--- src/rtl/fpla_pkg.sv ---
package fpla_pkg;

    // Two-bit literal code per input in a product-term row
    typedef enum logic [1:0] {
        LIT_OFF = 2'b00,   // unprogrammed: term is forced false
        LIT_POS = 2'b01,   // input used as is
        LIT_NEG = 2'b10,   // input used inverted
        LIT_ANY = 2'b11    // input absent from the term
    } lit_e;

    // Target of a configuration write or readback
    typedef enum logic {
        SEL_ROW = 1'b0,
        SEL_POL = 1'b1
    } cfg_sel_e;

endpackage

--- src/rtl/fpla_cfg_store.sv ---
module fpla_cfg_store #(
    parameter int N_IN   = 16,
    parameter int N_TERM = 48,
    parameter int N_OUT  = 8,
    localparam int DW    = 2 * N_IN + N_OUT,
    localparam int AW    = $clog2(N_TERM)
) (
    input  logic                           clk,
    input  logic                           rst_n,
    input  logic                           we,
    input  logic                           sel,
    input  logic [AW-1:0]                  addr,
    input  logic [DW-1:0]                  wdata,
    input  logic                           rd_sel,
    input  logic [AW-1:0]                  rd_addr,
    output logic [DW-1:0]                  rd_data,
    output logic [N_TERM-1:0][DW-1:0]      rows,
    output logic [N_OUT-1:0]               pol
);
    import fpla_pkg::*;

    localparam logic [AW:0] TERM_LIM = (AW + 1)'(N_TERM);

    typedef struct packed {
        logic [N_TERM-1:0][DW-1:0] rows;
        logic [N_OUT-1:0]          pol;
    } cfg_t;

    cfg_t cfg_d, cfg_q;
    logic wr_in_range, rd_in_range;

    assign wr_in_range = ({1'b0, addr} < TERM_LIM);
    assign rd_in_range = ({1'b0, rd_addr} < TERM_LIM);

    always_comb begin
        cfg_d = cfg_q;
        if (we) begin
            if (sel == SEL_POL) begin
                cfg_d.pol = wdata[N_OUT-1:0];
            end else if (wr_in_range) begin
                cfg_d.rows[addr] = wdata;
            end
        end
    end

    always_ff @(posedge clk or negedge rst_n) begin
        if (!rst_n) begin
            cfg_q <= '0;
        end else begin
            cfg_q <= cfg_d;
        end
    end

    always_comb begin
        rd_data = '0;
        if (rd_sel == SEL_POL) begin
            rd_data[N_OUT-1:0] = cfg_q.pol;
        end else if (rd_in_range) begin
            rd_data = cfg_q.rows[rd_addr];
        end
    end

    assign rows = cfg_q.rows;
    assign pol  = cfg_q.pol;

endmodule

--- src/rtl/fpla_and_plane.sv ---
module fpla_and_plane #(
    parameter int N_IN   = 16,
    parameter int N_TERM = 48
) (
    input  logic [N_IN-1:0]                  in_vec,
    input  logic [N_TERM-1:0][2*N_IN-1:0]    codes,
    output logic [N_TERM-1:0]                terms
);
    import fpla_pkg::*;

    for (genvar t = 0; t < N_TERM; t++) begin : g_term
        logic hit;
        always_comb begin
            hit = 1'b1;
            for (int i = 0; i < N_IN; i++) begin
                case (lit_e'(codes[t][2*i +: 2]))
                    LIT_POS: if (!in_vec[i]) hit = 1'b0;
                    LIT_NEG: if (in_vec[i])  hit = 1'b0;
                    LIT_ANY: ;
                    default: hit = 1'b0;
                endcase
            end
        end
        assign terms[t] = hit;
    end

endmodule

--- src/rtl/fpla_or_plane.sv ---
module fpla_or_plane #(
    parameter int N_TERM = 48,
    parameter int N_OUT  = 8
) (
    input  logic [N_TERM-1:0]              terms,
    input  logic [N_TERM-1:0][N_OUT-1:0]   conn,
    input  logic [N_OUT-1:0]               pol,
    output logic [N_OUT-1:0]               out_vec
);

    for (genvar j = 0; j < N_OUT; j++) begin : g_out
        logic [N_TERM-1:0] col;
        logic              sum;
        for (genvar t = 0; t < N_TERM; t++) begin : g_col
            assign col[t] = conn[t][j];
        end
        assign sum        = |(terms & col);
        assign out_vec[j] = sum ^ pol[j];
    end

endmodule

--- src/rtl/fpla_core.sv ---
module fpla_core #(
    parameter int N_IN   = 16,
    parameter int N_TERM = 48,
    parameter int N_OUT  = 8,
    localparam int DW    = 2 * N_IN + N_OUT,
    localparam int AW    = $clog2(N_TERM)
) (
    input  logic           clk,
    input  logic           rst_n,
    input  logic           cfg_we,
    input  logic           cfg_sel,
    input  logic [AW-1:0]  cfg_addr,
    input  logic [DW-1:0]  cfg_wdata,
    input  logic           rd_sel,
    input  logic [AW-1:0]  rd_addr,
    output logic [DW-1:0]  rd_data,
    input  logic [N_IN-1:0]  in_vec,
    output logic [N_OUT-1:0] out_vec
);

    logic [N_TERM-1:0][DW-1:0]     cfg_rows;
    logic [N_OUT-1:0]              cfg_pol;
    logic [N_TERM-1:0][2*N_IN-1:0] codes;
    logic [N_TERM-1:0][N_OUT-1:0]  conn;
    logic [N_TERM-1:0]             terms;

    fpla_cfg_store #(.N_IN(N_IN), .N_TERM(N_TERM), .N_OUT(N_OUT)) u_store (
        .clk     (clk),
        .rst_n   (rst_n),
        .we      (cfg_we),
        .sel     (cfg_sel),
        .addr    (cfg_addr),
        .wdata   (cfg_wdata),
        .rd_sel  (rd_sel),
        .rd_addr (rd_addr),
        .rd_data (rd_data),
        .rows    (cfg_rows),
        .pol     (cfg_pol)
    );

    // Split every row word into its literal field and its connection field
    for (genvar t = 0; t < N_TERM; t++) begin : g_split
        assign codes[t] = cfg_rows[t][2*N_IN-1:0];
        assign conn[t]  = cfg_rows[t][DW-1:2*N_IN];
    end

    fpla_and_plane #(.N_IN(N_IN), .N_TERM(N_TERM)) u_and (
        .in_vec (in_vec),
        .codes  (codes),
        .terms  (terms)
    );

    fpla_or_plane #(.N_TERM(N_TERM), .N_OUT(N_OUT)) u_or (
        .terms   (terms),
        .conn    (conn),
        .pol     (cfg_pol),
        .out_vec (out_vec)
    );

endmodule

--- config.mk ---
export PLATFORM = sky130hd
export DESIGN_NAME = fpla_core
export DESIGN_NICKNAME = d
export VERILOG_FILES = /design/src/rtl/fpla_pkg.sv /design/src/rtl/fpla_cfg_store.sv /design/src/rtl/fpla_and_plane.sv /design/src/rtl/fpla_or_plane.sv /design/src/rtl/fpla_core.sv
export SDC_FILE = /design/constraint.sdc
export NUM_CORES = 2
export LEC_CHECK = 0
export BUFFER_PORTS_ARGS = -buffer_cell sky130_fd_sc_hd__buf_2
export CORE_MARGIN = 2
export CORE_UTILIZATION = 55
export DETAILED_ROUTE_END_ITERATION = 12
export HOLD_SLACK_MARGIN = 0.05
export PLACE_DENSITY = 0.78
export SLEW_MARGIN = 20
export SYNTH_ARGS = -nofsm -noshare
export SYNTH_HDL_FRONTEND = slang
export SYNTH_SLANG_ARGS = --single-unit
--- constraint.sdc ---
create_clock -name clk -period 3.8 [get_ports clk]
set_clock_uncertainty 0.1 [all_clocks]
set_input_delay 0.76 -clock clk [delete_from_list [all_inputs] [get_ports clk]]
set_output_delay 0.76 -clock clk [all_outputs]
set_load 0.01 [all_outputs]
==> impl_results.md <==
- Area share of the largest cell type after synthesis: 0.4867
- Standard-cell rows: 155
- Total vias in the final route: 69.27k
- TritonCTS clock tree: yes
- Overflow left after global routing: 0
- Syn Nets: around 6.7k
- # setup viols final: 48
- Final critical delay including setup and external delays: 4.357 ns
- Sequential-to-total area share from yosys stat: 0.4867
- Total track usage: 0.3892
- Clock Sink Count: ~1.9k
- Worst flop-to-flop path startpoint: u_store.rows[784]
- Deepest clock path buffer count: 3
- Register-to-register path setup slack: roughly 2.7 ns
- Area used by sequential logic in the layout: roughly 48000 sq um
- Worst r2r dst: u_store.rows[784]
- Final nets: approximately 7.3k
- Cell variety after synth: 32
- Slew Limit Headroom: 0.1949
- Post-route setup slack: -0.5566 ns
- Peak ir drop on the vdd network: about 430 uV
- Switching power as a share of total power: 0.2618
- Total count of max-transition violations in the final report: 0
- Worst hold path type: input port to async pin
- Post-layout total power: just over 0.05 W
- Nature of the critical path startpoint: input port
- Mean Syn Cell Area: roughly 15 sq um
- Comb power frac: 0.133
- Internal Dissipation: approximately 0.038 W
- Routability congestion estimate: slightly above 1
- DRT antenna net count: 0
- Clk pwr share: 0.413
- CP arrival: between 3 and 4 ns
- Power share of the sequential group: 0.454
- Critical Path RT: around 3 ns
- Deepest level of the CTS H-tree: 4
- Count of filler cells inserted in the layout: 11.77k
- Total CTS buffers: between 200 and 250
- Setup repair after global routing missed its margin: yes
- Final routed wire length divided by cell count: between 30 and 40 microns
- Vert. Die Dim: about 430 microns
- Number of antenna violations at the first check in global routing: 34
- Layout cells sized above 1: 0.6026
- Reported max-cap violation count: 0
- Post-synthesis cell type with the largest combined area: sky130_fd_sc_hd__dfrtp_1
- Leakage power: ~57 nW
- Post-detailed-route via-to-cell ratio: between 7 and 8
- Ports placed on the boundary: approximately 120
- R2R depth: 3
- Worst skew pair latency: 0.87 ns
- Outcome: finished with violations
- Post-synthesis sequential element count: between 1.5k and 2k
- Hpwl dp: 244600 microns
- CTS root buf: sky130_fd_sc_hd__clkbuf_16
- Part of the cycle the worst path needs: 1.146
- Wire length of the first global-routing pass: 514000 microns
- Synthesis-to-layout area growth: 22.23%
- Proportion of register bits with asynchronous set or reset after synthesis: 1.000
- Quantity of I/O buffers inserted on ports: 120
- Total wire length: about 360000 microns
- Number of enable flip-flop cells after synthesis: 0
- Cell count after synthesis: ~6.6k
- Placement Setup Slack: -0.8354 ns
- Detailed Route Iter0 Violations: approximately 8.4k
- Number of design rule violations left after detail routing: 0
- Leading register cell type out of synthesis: sky130_fd_sc_hd__dfrtp_1
- Area of combinational cells with multiple inputs: between 50000 and 60000 sq um
- Total core area: ~180000 sq um
- Via count of the first global-routing pass: 70.03k
- Initial core utilization: 0.5544
- Area of the die: approximately 180000 sq um
- Critical path class: input port to primary output
- Number of iterations in the first detailed-routing pass: 8
- Final Hold Violating Endpoints: 0
- Crit Path Max Fanout: 12
- Max Fclk: approximately 0.23 GHz
- Switching power total: around 0.013 W
- Actual slew at the worst max-slew pin: ~1.2 ns
- Clock-pin slew on the worst setup and hold paths: about 0.060 ns
- Largest net degree at the start of global routing: 142
- Sort of element at the end of the critical path: primary output
- Violations in the final reports: setup timing
- Cell Pwr Density: between 400 and 500 nW/um^2
- Overall die width: ~430 microns
- Netlist area before placement: roughly 100000 sq um
- Yosys warning total: 0
- Biggest area contributors in the synthesized netlist: sky130_fd_sc_hd__dfrtp_1 49%, sky130_fd_sc_hd__mux2_2 22%, sky130_fd_sc_hd__mux4_2 14%, sky130_fd_sc_hd__mux2i_1 8.2%, sky130_fd_sc_hd__clkbuf_1 1.8%
## worst max path at each step
stage / start / to / cells after the start
after floorplan: rd_addr[0] / rd_data[24] / 8
after global placement: in_vec[2] / out_vec[6] / 12
after detailed placement: in_vec[14] / out_vec[0] / 13
after CTS: u_store.rows[800] / out_vec[2] / 9
after global routing: u_store.rows[926] / out_vec[2] / 11
final: in_vec[11] / out_vec[2] / 12
## layout make-up
| cell class | instances | area share |
|---|---|---|
| clock buffers | 293 | 0.04930 |
| well taps | 2355 | 0.02432 |
| repair buffers | 1088 | 0.09825 |
| multi-input cells | 4004 | 0.4201 |
| clock inverters | 82 | 0.009345 |
| flip-flops and latches | 1928 | 0.3982 |
| diodes | 25 | 0.0005163 |
| inverters | 1 | 0.00003098 |
## metrics by stage
step	area, sq um	std cells	hold WS (ns)	TNS, ns	utilization
final	121200	9776	0.3007	-17.28	0.6777
after global routing	121100	9764	0.3268	-17.97	0.6775
after CTS	119100	9663	0.2945	-15.70	0.6658
after detailed placement	108000	9147	0.4137	-23.27	0.6038
after global placement	107900	9147	0.4053	-25.46	0.6036
after floorplan	99130	6625	0.3644	0	-
## power by group through the flow
stage	registers, W	logic [W]	clock network (W)
after floorplan	0.0230	0.00361	0
after global placement	0.0234	0.00567	0
after detailed placement	0.0235	0.00583	0
after CTS	0.0232	0.00640	0.0212
after global routing	0.0234	0.00705	0.0221
final	0.0233	0.00679	0.0212
## Yosys cell counts (all sizes together) (8+ instances only)
cell type	n
mux2	1936
dfrtp	1928
mux2i	808
mux4	600
clkbuf	478
buf	214
nor4	192
a221oi	96
a22o	96
nor2	92
and4	48
nand2	34
a21oi	32
nand4	24
nor3	9
o21ai	8
xnor2	8
## worst max-delay path, cell delays in order
cell                        delay, ns
sky130_fd_sc_hd__buf_8           0.17
sky130_fd_sc_hd__bufbuf_16       0.36
sky130_fd_sc_hd__mux2i_2         0.28
sky130_fd_sc_hd__nor4_2          0.13
sky130_fd_sc_hd__and4_4          0.18
sky130_fd_sc_hd__buf_12          0.16
sky130_fd_sc_hd__a22o_1          0.25
sky130_fd_sc_hd__a221oi_2        0.23
sky130_fd_sc_hd__nand4_1         0.21
sky130_fd_sc_hd__nor3_4          0.41
sky130_fd_sc_hd__xnor2_1         0.17
sky130_fd_sc_hd__buf_2           0.16
## cells by family (layout without fill, tap and decap cells)
kind of cell / count (synthesis) / after routing / synth area share
buffers and inverters: 693 / 1464 / 0.03077
DFF: 1928 / 1928 / 0.4867
muxes: 3344 / 3344 / 0.4378
xor gates and xnor gates: 8 / 8 / 0.0007068
other: 0 / 25 / 0
and+or+nand+nor: 419 / 419 / 0.02498
AOI/OAI and AO/OA: 233 / 233 / 0.01906
## flip-flops by register name, summed over array words and instances, names as in the netlist
name          cells
u_store.pol       8
u_store.rows   1920
## cell usage in the layout (no fill, tap or decap), drive strengths merged, types with 9 or more instances in the layout
master,netlist,final
bufinv,0,22
and4,48,48
mux2i,808,808
clkbuf,478,302
nand4,24,24
clkinv,0,43
a21oi,32,32
nor2,92,92
nand2,34,34
dfrtp,1928,1928
a221oi,96,96
buf,214,1075
clkinvlp,0,11
a22o,96,96
mux2,1936,1936
mux4,600,600
diode,0,25
nor3,9,9
nor4,192,192
## timing repair
item                                    CTS  global route
endpoints found under the setup margin   48            48
resized for setup                       519           235
pin swaps                                77            86
hold buffers                              1             0
endpoints found under the hold margin    31             0
setup buffers                           139           100
gates cloned                             22             9
## routing by layer
metal	vias to the layer above	global-route usage	wire length [microns]
met1	36510	0.4994	130200
met2	4666	0.5685	158700
met3	1340	0.1153	42450
li1	26740	-	-
met4	18	0.2752	31060
met5	-	0	549
No activity file was read; power rests on OpenSTA's default activity.
